<file path="src/rtl/hiccup_pkg.sv">
package hiccup_pkg;

  typedef enum logic [1:0] {
    SS_OFF    = 2'd0,
    SS_RAMP   = 2'd1,
    SS_RUN    = 2'd2,
    SS_HICCUP = 2'd3
  } ssState_t;

  // strobes from control to datapath
  typedef struct packed {
    logic clrCnt;
    logic incCnt;
    logic clrPeriod;
    logic incPeriod;
    logic bumpFault;
  } ssStrobe_t;

endpackage

</file>
<file path="src/rtl/hiccup_datapath.sv">
module hiccup_datapath
  import hiccup_pkg::*;
#(
  parameter int SS_CYCLES      = 16,
  parameter int HICCUP_PERIODS = 3,
  parameter int FAULT_W        = 4
) (
  input  logic               clk,
  input  logic               rstN,
  input  ssStrobe_t          strobe,
  output logic               cntLast,
  output logic               periodLast,
  output logic [FAULT_W-1:0] faultCount
);

  localparam int CNT_W = (SS_CYCLES > 1) ? $clog2(SS_CYCLES) : 1;
  localparam int PER_W = (HICCUP_PERIODS > 1) ? $clog2(HICCUP_PERIODS) : 1;
  localparam logic [CNT_W-1:0]   CNT_LAST  = CNT_W'(SS_CYCLES - 1);
  localparam logic [PER_W-1:0]   PER_LAST  = PER_W'(HICCUP_PERIODS - 1);
  localparam logic [FAULT_W-1:0] FAULT_MAX = {FAULT_W{1'b1}};

  logic [CNT_W-1:0]   cycleCnt;
  logic [PER_W-1:0]   periodCnt;

  // soft-start period clock counter
  always_ff @(posedge clk or negedge rstN) begin
    if (!rstN)                cycleCnt <= '0;
    else if (strobe.clrCnt)   cycleCnt <= '0;
    else if (strobe.incCnt)   cycleCnt <= cycleCnt + 1'b1;
  end

  // dummy period counter
  always_ff @(posedge clk or negedge rstN) begin
    if (!rstN)                  periodCnt <= '0;
    else if (strobe.clrPeriod)  periodCnt <= '0;
    else if (strobe.incPeriod)  periodCnt <= periodCnt + 1'b1;
  end

  // saturating hiccup counter
  always_ff @(posedge clk or negedge rstN) begin
    if (!rstN)
      faultCount <= '0;
    else if (strobe.bumpFault && (faultCount != FAULT_MAX))
      faultCount <= faultCount + 1'b1;
  end

  assign cntLast    = (cycleCnt == CNT_LAST);
  assign periodLast = (periodCnt == PER_LAST);


  cnt_range_chk: assert property (@(posedge clk) disable iff (!rstN)
    cycleCnt <= CNT_LAST);


  period_range_chk: assert property (@(posedge clk) disable iff (!rstN)
    periodCnt <= PER_LAST);


  fault_sat_chk: assert property (@(posedge clk) disable iff (!rstN)
    (faultCount == FAULT_MAX) |=> (faultCount == FAULT_MAX));


  fault_step_chk: assert property (@(posedge clk) disable iff (!rstN)
    (faultCount != FAULT_MAX) |=>
      ((faultCount == $past(faultCount)) || (faultCount == $past(faultCount) + 1'b1)));

endmodule

</file>
<file path="src/rtl/hiccup_ctrl.sv">
module hiccup_ctrl
  import hiccup_pkg::*;
(
  input  logic      clk,
  input  logic      rstN,
  input  logic      activeState,
  input  logic      tripIn,
  input  logic      cntLast,
  input  logic      periodLast,
  output ssStrobe_t strobe,
  output logic      regEnable,
  output logic      rampActive,
  output logic      ssRequest,
  output logic      faultActive
);

  ssState_t state, stateNext;

  always_ff @(posedge clk or negedge rstN) begin
    if (!rstN) state <= SS_OFF;
    else       state <= stateNext;
  end

  always_comb begin
    stateNext = state;
    strobe    = '0;
    if (!activeState) begin
      stateNext        = SS_OFF;
      strobe.clrCnt    = 1'b1;
      strobe.clrPeriod = 1'b1;
    end else begin
      unique case (state)
        SS_OFF: begin
          stateNext        = SS_RAMP;
          strobe.clrCnt    = 1'b1;
          strobe.clrPeriod = 1'b1;
        end
        SS_RAMP: begin
          if (tripIn) begin
            stateNext        = SS_HICCUP;
            strobe.clrCnt    = 1'b1;
            strobe.clrPeriod = 1'b1;
            strobe.bumpFault = 1'b1;
          end else if (cntLast) begin
            stateNext     = SS_RUN;
            strobe.clrCnt = 1'b1;
          end else begin
            strobe.incCnt = 1'b1;
          end
        end
        SS_RUN: begin
          strobe.clrCnt = 1'b1;
          if (tripIn) begin
            stateNext        = SS_HICCUP;
            strobe.clrPeriod = 1'b1;
            strobe.bumpFault = 1'b1;
          end
        end
        SS_HICCUP: begin
          if (cntLast) begin
            strobe.clrCnt = 1'b1;
            if (periodLast) begin
              stateNext        = SS_RAMP;
              strobe.clrPeriod = 1'b1;
            end else begin
              strobe.incPeriod = 1'b1;
            end
          end else begin
            strobe.incCnt = 1'b1;
          end
        end
        default: stateNext = SS_OFF;
      endcase
    end
  end

  assign regEnable   = (state == SS_RAMP) || (state == SS_RUN);
  assign rampActive  = (state == SS_RAMP);
  assign ssRequest   = (state == SS_RAMP) || (state == SS_HICCUP);
  assign faultActive = (state == SS_HICCUP);


  trip_shutdown_chk: assert property (@(posedge clk) disable iff (!rstN)
    (activeState && tripIn && regEnable) |=> (!regEnable && faultActive));


  inactive_off_chk: assert property (@(posedge clk) disable iff (!rstN)
    !activeState |=> (!regEnable && !ssRequest && !faultActive));


  hiccup_hold_chk: assert property (@(posedge clk) disable iff (!rstN)
    (activeState && faultActive && !(cntLast && periodLast)) |=> faultActive);


  hiccup_exit_chk: assert property (@(posedge clk) disable iff (!rstN)
    (activeState && faultActive && cntLast && periodLast) |=> (rampActive && regEnable));

endmodule

</file>
<file path="src/rtl/hiccup_softstart_ctrl.sv">
module hiccup_softstart_ctrl
  import hiccup_pkg::*;
#(
  parameter int SS_CYCLES      = 16,
  parameter int HICCUP_PERIODS = 3,
  parameter int FAULT_W        = 4
) (
  input  logic               clk,
  input  logic               rstN,
  input  logic               activeState,
  input  logic               tripIn,
  output logic               regEnable,
  output logic               rampActive,
  output logic               ssRequest,
  output logic               faultActive,
  output logic [FAULT_W-1:0] faultCount
);

  ssStrobe_t strobe;
  logic      cntLast;
  logic      periodLast;

  hiccup_ctrl uCtrl (
    .clk         (clk),
    .rstN        (rstN),
    .activeState (activeState),
    .tripIn      (tripIn),
    .cntLast     (cntLast),
    .periodLast  (periodLast),
    .strobe      (strobe),
    .regEnable   (regEnable),
    .rampActive  (rampActive),
    .ssRequest   (ssRequest),
    .faultActive (faultActive)
  );

  hiccup_datapath #(
    .SS_CYCLES      (SS_CYCLES),
    .HICCUP_PERIODS (HICCUP_PERIODS),
    .FAULT_W        (FAULT_W)
  ) uData (
    .clk        (clk),
    .rstN       (rstN),
    .strobe     (strobe),
    .cntLast    (cntLast),
    .periodLast (periodLast),
    .faultCount (faultCount)
  );

endmodule

</file>
<file path="config.mk">
export PLATFORM = sky130hd
export DESIGN_NAME = hiccup_softstart_ctrl
export DESIGN_NICKNAME = d
export VERILOG_FILES = /design/src/rtl/hiccup_pkg.sv /design/src/rtl/hiccup_datapath.sv /design/src/rtl/hiccup_ctrl.sv /design/src/rtl/hiccup_softstart_ctrl.sv
export SDC_FILE = /design/constraint.sdc
export NUM_CORES = 1
export LEC_CHECK = 0
export BUFFER_PORTS_ARGS = -buffer_cell sky130_fd_sc_hd__buf_2
export CELL_PAD_IN_SITES_DETAIL_PLACEMENT = 0
export CELL_PAD_IN_SITES_GLOBAL_PLACEMENT = 1
export CORE_ASPECT_RATIO = 1.1
export CORE_MARGIN = 2
export CORE_UTILIZATION = 25
export DETAILED_ROUTE_END_ITERATION = 16
export PLACE_DENSITY = 0.63
export SLEW_MARGIN = 20
export SYNTH_ARGS = -nofsm -noshare
export SYNTH_HDL_FRONTEND = slang
export SYNTH_SLANG_ARGS = --single-unit
</file>
<file path="constraint.sdc">
create_clock -name clk -period 1.8 [get_ports clk]
set_clock_uncertainty 0.2 [all_clocks]
set_input_delay 0.27 -clock clk [delete_from_list [all_inputs] [get_ports clk]]
set_output_delay 0.27 -clock clk [all_outputs]
set_load 0.02 [all_outputs]
</file>
==> results.json, run 1 <==
{
  "report.final.slew_viol_count": 0,
  "clkTransAtPathRegs_ns": 0.09,
  "ios": 12,
  "wire_per_inst_um": 13.3,
  "grt_start_max_net_pins": 13,
  "synth-compound-area-share_pct": 13.7,
  "ys.warnings.count": 0,
  "vias": 749,
  "pwr-share-comb_pct": 64.9,
  "vias_per_cell": 4.90,
  "clockRootBuffer": "clkbuf_4",
  "fin_tns_setup_ns": -0.193,
  "grt_antenna_before_repair": 0,
  "die_w_um": 57.5,
  "yosysMostFrequentCell": "dfrtp_1",
  "worstSetupPathType": "reg -> out",
  "synth_common_cells": "dfrtp_1, ha_1, nand3_1",
  "synthMuxAreaShare_pct": 4.13,
  "design_area_um2": 1260,
  "synth_fp_nets": 91,
  "avgSynthCellArea_um2": 9.84,
  "synth_edf_count": 0,
  "synth_simple_gate_area_share_pct": 26.6,
  "startpoint_type": "register",
  "fin_util_pct": 41.8,
  "setup.worst_path.end_class": "primary output",
  "grt_pass1_wl_um": 3310,
  "violations": "negative setup slack",
  "syn2layout_area_growth_pct": 60.6,
  "synth_flop_cell": "dfrtp_1",
  "power.switching_uw": 773,
  "clk_path_buf_depth": 2,
  "n_antenna_cell": 0,
  "dp_hpwl_um": 1420,
  "rsz0062_at_grt": "yes",
  "seq_area_frac_synth_pct": 38.2,
  "nNetsFinal": 131,
  "grt_use_total_pct": 11.6,
  "pre_cts_slack_ns": -0.0853,
  "powerDensity_nw_per_um2": 1490,
  "tightestPinTransition_ns": 0.278,
  "drive_gt1_share_pct": 60.5,
  "cts_buffers": 3,
  "drt_iter0_drc": 25,
  "io_buffers": 11,
  "core-area_um2": 3020,
  "drtPass1Iterations": 4,
  "finalCritPeriodShare_pct": 103,
  "synth_top_area_cell": "dfrtp_1",
  "synth_top_family_by_area": "simple AND/OR/NAND/NOR gates",
  "outcome": "finished with violations",
  "cts_tree": "done",
  "crit_arrival_ns": 1.39,
  "hp-class": "in -> reg",
  "p_int_mw": 1.11,
  "ys_ff_latch": 12,
  "grt_overflow": 0,
  "clkPwrFrac_pct": 12.0,
  "leakage_nw": 0.578,
  "yosys-top-cells-area": "dfrtp_1, ha_1, nand3_1, nor3_1, nor4_1",
  "crit_fanout": 3,
  "p_total_mw": 1.88,
  "ys_types": 35,
  "seqPwrFrac_pct": 23.1,
  "grt_pass1_vias": 719,
  "hold_violations": 0,
  "totalWireLength_um": 2040,
  "syn_inst": 80,
  "initial_core_util_pct": 26.0,
  "clock.fmax_ghz": 0.537,
  "fin_crit_ns": 1.86,
  "slew-limit-headroom_pct": 81.3,
  "switching_share_pct": 41.1,
  "gp_congestion": 0.783,
  "setup_viol": 6,
  "dieHeight_um": 62.8,
  "async_flop_share_pct": 100,
  "finalWorstSetupSlack_ns": -0.0614,
  "drc_errors": 0,
  "insertion_delay_ns": 0.28,
  "dieArea_um2": 3610,
  "synth_top_area_share_pct": 38.2,
  "synth_fa_ha_area_share_pct": 11.1,
  "placed_area_um2": 1050,
  "ir_drop_mv": 1.20,
  "htree_levels": 1,
  "clkSinkCount": 12,
  "required_ns": 1.33,
  "maxCapViolCount": 0,
  "drtAntennaViolNets": 0,
  "placementRows": 21,
  "synth-xor-area-share_pct": 2.23,
  "netlist_area_um2": 787
}
stage by stage:
step / instances / hold WS (ns)
detailed placement: 141 / -0.0235
global placement: 141 / -0.0242
CTS: 148 / 0.135
floorplan: 80 / -0.226
global route: 153 / 0.131
finish: 153 / 0.126
registers in the layout, summed over array words and instances (netlist names):
signal and count:
uData.cycleCnt 4, uData.periodCnt 2, uCtrl.state 2, uData.faultCount 4
path summary, 6_finish.rpt:
check | slack (ns) | endpoint | startpoint | depth (start not counted)
min in group asynchronous | 0.19 | uData.faultCount[3] | rstN | 2
min reg2reg | 0.32 | uData.faultCount[3] | uData.faultCount[3] | 1
max | -0.06 | regEnable | uCtrl.state[1] | 5
min | 0.13 | uCtrl.state[1] | activeState | 3
max reg2reg | -0.05 | uData.cycleCnt[2] | uCtrl.state[0] | 5
max in group asynchronous | 0.97 | uCtrl.state[0] | rstN | 2
critical path, cell delays in order, from the launching register on:
cell     delay [ns]
dfrtp_2        0.45
inv_2          0.10
buf_6          0.11
ha_4           0.19
buf_4          0.14
buf_6          0.12
layout by cell type (no fill, tap or decap), types with 2 or more instances in the layout:
cell and instances:
ha_4 4, clkbuf_4 3, nand3_1 5, nand3_2 2, nor2_1 2, buf_6 5
nor4_1 2, dfrtp_1 10, inv_2 2, inv_1 4, nor4_2 2, buf_2 10
buf_4 21, dfrtp_2 2, nor3_1 5, a21oi_1 2, nand2_1 4, nor3_2 2
ha_1 2
kinds of logic (layout without fill, tap and decap cells):
kind of cell	count (synthesis)	after routing
AND/OR/NAND/NOR	35	35
AO/OA/AOI/OAI	13	13
flip-flops	12	12
buffers and inverters	8	47
adder cells (fa/ha/maj)	7	7
multiplexers	3	3
XOR/XNOR	2	2
power by group through the flow:
stage	clock network (mW)	registers (mW)	logic (mW)
global placement	0	0.430	0.934
global route	0.247	0.447	1.32
finish	0.225	0.435	1.22
detailed placement	0	0.434	0.940
CTS	0.233	0.431	1.02
floorplan	0	0.478	0.520
cell type report:
cell class / instances / area, µm²
Multi-Input combinational cell: 60 / 586
Clock buffer: 4 / 36.3
Inverter: 6 / 22.5
Tap cell: 34 / 42.5
Timing Repair Buffer: 37 / 274
Sequential cell: 12 / 303
Fill cell: 306 / 1760
repair_timing:
item	in CTS	in global routing
gates resized for setup	6	19
setup endpoints to repair	8	11
pin swaps	4	7
buffers inserted	2	5
hold buffers	1	0
hold endpoints to repair	12	0
layer usage:
layer	vias to the layer above	share of wire [%]	track usage (%)	routed length [µm]
met5	-	0	0	0
met4	0	1.0	5.23	21
met3	4	3.1	1.86	63
met2	13	52	18.9	1060
met1	358	44	14.9	888
li1	374	-	-	-
Note: power is estimated with default switching activity, not from simulation.
==> run 2: changes to the inputs <==
--- a/config.mk
+++ b/config.mk
@@ -11,6 +11,7 @@
 export CORE_ASPECT_RATIO = 1.1
 export CORE_MARGIN = 2
 export CORE_UTILIZATION = 25
+export CTS_CLUSTER_DIAMETER = 150
 export DETAILED_ROUTE_END_ITERATION = 16
 export PLACE_DENSITY = 0.63
 export SLEW_MARGIN = 20
==> constraint.sdc (replaced) <==
create_clock -name clk -period 1.6 [get_ports clk]
set_clock_uncertainty 0.2 [all_clocks]
set_input_delay 0.24 -clock clk [delete_from_list [all_inputs] [get_ports clk]]
set_output_delay 0.24 -clock clk [all_outputs]
set_load 0.02 [all_outputs]
==> results.json, run 2 (synthesis results as in run 1) <==
{
  "outcome": "finished with violations",
  "violations": "negative setup slack",
  "crit_arrival_ns": 1.79,
  "finalWorstSetupSlack_ns": -0.229,
  "grt_pass1_vias": 801,
  "drc_errors": 0,
  "slowest_delay_ns": 0.45,
  "cts_tree": "done",
  "ios": 12,
  "maxCapViolCount": 0,
  "tightestPinTransition_ns": 0.279,
  "wire_per_inst_um": 14.1,
  "finalCritPeriodShare_pct": 114,
  "clkSinkCount": 12,
  "clkTransAtPathRegs_ns": 0.08,
  "grt_start_max_net_pins": 13,
  "crit_buf_inv": 1,
  "drive_gt1_share_pct": 64.4,
  "dieHeight_um": 62.8,
  "io_buffers": 11,
  "leakage_nw": 0.598,
  "fill_cells": 287,
  "startpoint_type": "register",
  "pre_cts_slack_ns": -0.252,
  "setup.worst_path.end_class": "register",
  "crit_fanout": 6,
  "nNetsFinal": 130,
  "vias": 781,
  "n_antenna_cell": 0,
  "slew-limit-headroom_pct": 81.2,
  "core-area_um2": 3020,
  "insertion_delay_ns": 0.27,
  "syn2layout_area_growth_pct": 77.4,
  "layout_commonest_cell": "buf_4",
  "crit_family": "simple AND/OR/NAND/NOR gates",
  "dp_hpwl_um": 1480,
  "critPathSlowestCell": "dfrtp_2",
  "vias_per_cell": 5.14,
  "path_cells": "buf_6 -> ha_4 -> nand4b_1 -> a22oi_2 -> and4b_1 -> nor3_2",
  "powerDensity_nw_per_um2": 1710,
  "placed_area_um2": 1080,
  "drt_iter0_drc": 7,
  "worstSetupPathType": "reg -> reg",
  "clock.fmax_ghz": 0.547,
  "rsz0062_at_grt": "yes",
  "report.final.slew_viol_count": 0,
  "cts_buffers": 3,
  "fin_crit_ns": 1.83,
  "grt_overflow": 0,
  "placementRows": 21,
  "design_area_um2": 1400,
  "drtAntennaViolNets": 0,
  "htree_levels": 1,
  "required_ns": 1.57,
  "hp-class": "in -> reg",
  "grt_antenna_before_repair": 0,
  "clockRootBuffer": "clkbuf_4",
  "die_w_um": 57.5,
  "clk_path_buf_depth": 2,
  "grt_use_total_pct": 12.9,
  "setup_viol": 15,
  "layout_common_cells": "buf_4, buf_6, dfrtp_1, buf_2, ha_4",
  "dieArea_um2": 3610,
  "hold_violations": 0,
  "grt_pass1_wl_um": 3710,
  "totalWireLength_um": 2140,
  "gp_congestion": 0.818,
  "initial_core_util_pct": 26.0,
  "drtPass1Iterations": 4,
  "ir_drop_mv": 1.00,
  "reg_top3": "uData.cycleCnt (4), uData.faultCount (4)"
}
==> run 2: layout make-up <==
class | count | area, µm² | area share, %
sequential | 12 | 303 | 21.7
inverter | 6 | 27.5 | 1.97
multi-input combinational | 60 | 697 | 49.9
timing repair buffer | 36 | 290 | 20.8
clock buffer | 4 | 36.3 | 2.60
tap | 34 | 42.5 | 3.05
==> run 2: repair_timing <==
action                                  CTS  global route
pin swaps                                13             7
resized for setup                        34            11
hold buffers                              1             0
endpoints found under the setup margin   16            16
setup buffers                             3             3
endpoints found under the hold margin    12             0
==> run 2: per-stage QoR <==
step	setup TNS [ns]	instances	util, %	power (mW)	hold WS, ns
4_1_cts	-1.74	149	43.0	2.22	0.151
3_3_place_gp	-1.46	142	35.8	1.56	-0.0646
3_5_place_dp	-1.72	142	35.8	1.57	-0.0591
6_report	-2.08	152	46.2	2.39	0.145
2_1_floorplan	-1.27	80	-	1.16	-0.256
5_1_grt	-3.01	152	46.2	2.55	0.140
==> run 2: worst reg2reg max path, cell delays in order, from the launching register on <==
cell and delay, ns:
dfrtp_2 0.45, buf_6 0.13, ha_4 0.17, nand4b_1 0.19, a22oi_2 0.28, and4b_1 0.24, nor3_2 0.04
==> run 2: routing by layer <==
layer / global-route usage (%) / wire [µm] / vias up
met3: 3.73 / 82 / 0
li1: - / - / 375
met2: 22.2 / 1170 / 15
met1: 15.8 / 889 / 391
met4: 2.91 / 0 / 0
met5: 0 / 0 / -
==> run 2: worst paths after layout <==
kind / startpoint / to / slack, ns / cells after the start
min in group asynchronous: rstN / uData.cycleCnt[3] / 0.17 / 2
min: activeState / uData.cycleCnt[3] / 0.14 / 3
max in group asynchronous: rstN / uCtrl.state[0] / 0.79 / 2
min reg2reg: uData.faultCount[3] / uData.faultCount[3] / 0.34 / 1
max: uCtrl.state[1] / uCtrl.state[0] / -0.23 / 6
max reg2reg: uCtrl.state[1] / uCtrl.state[0] / -0.23 / 6
==> run 2: where the power goes <==
group / switching, mW / total [mW] / internal, mW
logic: 0.796 / 1.65 / 0.849
clock network: 0.106 / 0.245 / 0.138
registers: 0.113 / 0.499 / 0.386
total: 1.02 / 2.39 / 1.37
==> run 3: changes to the inputs <==
--- a/config.mk
+++ b/config.mk
@@ -13,8 +13,7 @@
 export CORE_UTILIZATION = 25
 export CTS_CLUSTER_DIAMETER = 150
 export DETAILED_ROUTE_END_ITERATION = 16
-export PLACE_DENSITY = 0.63
-export SLEW_MARGIN = 20
+export PLACE_DENSITY = 0.61
 export SYNTH_ARGS = -nofsm -noshare
 export SYNTH_HDL_FRONTEND = slang
 export SYNTH_SLANG_ARGS = --single-unit
==> constraint.sdc (replaced) <==
create_clock -name clk -period 2.09 [get_ports clk]
set_clock_uncertainty 0.2 [all_clocks]
set_input_delay 0.3135 -clock clk [delete_from_list [all_inputs] [get_ports clk]]
set_output_delay 0.3135 -clock clk [all_outputs]
set_load 0.02 [all_outputs]
==> results.json, run 3 (synthesis results as in run 1) <==
{
  "hold_violations": 0,
  "critPathSlowestCell": "or4_1",
  "setup_viol": 0,
  "grt_antenna_before_repair": 0,
  "crit_buf_inv": 1,
  "n_antenna_cell": 0,
  "drtAntennaViolNets": 0,
  "reg_top3": "uData.cycleCnt (4), uData.faultCount (4)",
  "clockRootBuffer": "clkbuf_4",
  "placed_area_um2": 907,
  "drtPass1Iterations": 4,
  "grt_overflow": 0,
  "drt_iter0_drc": 29,
  "ios": 12,
  "crit_fanout": 6,
  "wire_per_inst_um": 12.8,
  "tightestPinTransition_ns": 0.333,
  "hold_slack_ns": 0.191,
  "powerDensity_nw_per_um2": 1230,
  "cts_buffers": 3,
  "layout_common_cells": "dfrtp_1, buf_2, nand3_1, inv_1, nor3_1",
  "finalCritPeriodShare_pct": 94.4,
  "syn2layout_area_growth_pct": 22.6,
  "outcome": "complete, no violations",
  "vias_per_cell": 5.25,
  "maxCapViolCount": 0,
  "drive_gt1_share_pct": 33.7,
  "dieArea_um2": 3610,
  "core-area_um2": 3020,
  "cts_tree": "done",
  "vias": 693,
  "clk_path_buf_depth": 2,
  "gp_congestion": 0.763,
  "drc_errors": 0,
  "startpoint_type": "register",
  "p_total_mw": 1.19,
  "hp-class": "in -> reg",
  "rsz0062_at_grt": "no",
  "worstSetupPathType": "reg -> reg",
  "ir_drop_mv": 0.600,
  "fin_crit_ns": 1.97,
  "report.final.slew_viol_count": 0,
  "grt_pass1_wl_um": 2910,
  "finalWorstSetupSlack_ns": 0.117,
  "required_ns": 2.09,
  "crit_arrival_ns": 1.97,
  "fin_tns_setup_ns": 0,
  "dp_hpwl_um": 1300,
  "post_cts_buffers": 0,
  "clkSinkCount": 12,
  "placementRows": 21,
  "totalWireLength_um": 1680,
  "grt_use_total_pct": 10.3,
  "grt_start_max_net_pins": 13,
  "slowest_delay_ns": 0.48,
  "clock.fmax_ghz": 0.507,
  "nNetsFinal": 110,
  "grt_pass1_vias": 660,
  "clkTransAtPathRegs_ns": 0.08,
  "slew-limit-headroom_pct": 77.8,
  "path_cells": "inv_1 -> ha_2 -> or2_4 -> or4_1 -> o2111a_1 -> nor3_2",
  "leakage_nw": 0.447,
  "htree_levels": 1,
  "initial_core_util_pct": 26.0,
  "pre_cts_slack_ns": 0.0761,
  "crit_family": "simple AND/OR/NAND/NOR gates",
  "setup.worst_path.end_class": "register",
  "layout_commonest_cell": "dfrtp_1",
  "design_area_um2": 965,
  "insertion_delay_ns": 0.27,
  "die_w_um": 57.5,
  "io_buffers": 11,
  "dieHeight_um": 62.8
}
==> run 3: cell count changes in the layout (fill, tap and decap cells not counted), moves of 3 or more <==
| cell | before | now |
|---|---|---|
| buf_2 | 8 | 11 |
| buf_4 | 17 | 4 |
| buf_6 | 10 | 0 |
| ha_1 | 2 | 5 |
| ha_4 | 5 | 0 |
| inv_1 | 3 | 6 |
| nand3_1 | 4 | 7 |
| nand3_4 | 3 | 0 |
| nor3_1 | 3 | 6 |
| nor3_2 | 4 | 1 |
==> run 3: power by group <==
| part | internal, mW | total [mW] | switching (mW) |
|---|---|---|---|
| clock | 0.106 | 0.187 | 0.0813 |
| combinational | 0.265 | 0.645 | 0.380 |
| sequential | 0.292 | 0.353 | 0.0615 |
| total | 0.662 | 1.19 | 0.523 |
==> run 3: final cells by class <==
type | count | area, µm²
Sequential cell | 12 | 300
Timing Repair Buffer | 16 | 95.1
Clock buffer | 4 | 36.3
Inverter | 6 | 22.5
Fill cell | 315 | 2060
Multi-Input combinational cell | 60 | 468
Tap cell | 34 | 42.5
==> run 3: per-layer routing <==
| layer | wire length (µm) | track usage [%] | part of all wire (%) | vias to the layer above |
|---|---|---|---|---|
| met5 | 0 | 0 | 0 | - |
| met3 | 71 | 1.86 | 4.2 | 2 |
| met1 | 820 | 13.0 | 49 | 339 |
| met4 | 14 | 5.23 | 0.83 | 0 |
| li1 | - | - | - | 337 |
| met2 | 777 | 16.3 | 46 | 15 |
==> run 3: timing repair <==
item                                    in CTS  in global routing
resized for setup                            0                  4
endpoints found under the setup margin       0                  4
hold buffers                                 1                  0
endpoints found under the hold margin       12                  0
==> run 3: path summary, 6_finish.rpt <==
check / depth (start not counted) / slack, ns / start / endpoint
setup / recovery: 6 / 0.12 / uCtrl.state[1] / uData.cycleCnt[2]
hold / removal: 3 / 0.19 / activeState / uCtrl.state[1]
setup reg to reg: 6 / 0.12 / uCtrl.state[1] / uData.cycleCnt[2]
hold reg to reg: 1 / 0.32 / uData.faultCount[3] / uData.faultCount[3]
max in group asynchronous: 2 / 1.21 / rstN / uData.faultCount[1]
min in group asynchronous: 2 / 0.24 / rstN / uCtrl.state[0]
==> run 3: tightest hold or removal path, cell delays in order <==
cell	delay, ns
buf_2	0.15
nand3_1	0.09
o31ai_1	0.07
==> run 3: per-stage QoR <==
| stage | instances | utilization (%) |
|---|---|---|
| 6_report | 132 | 31.9 |
| 5_1_grt | 132 | 31.9 |
| 4_1_cts | 132 | 31.6 |
| 3_5_place_dp | 127 | 30.0 |
| 3_3_place_gp | 127 | 30.0 |
| 2_1_floorplan | 80 | - |
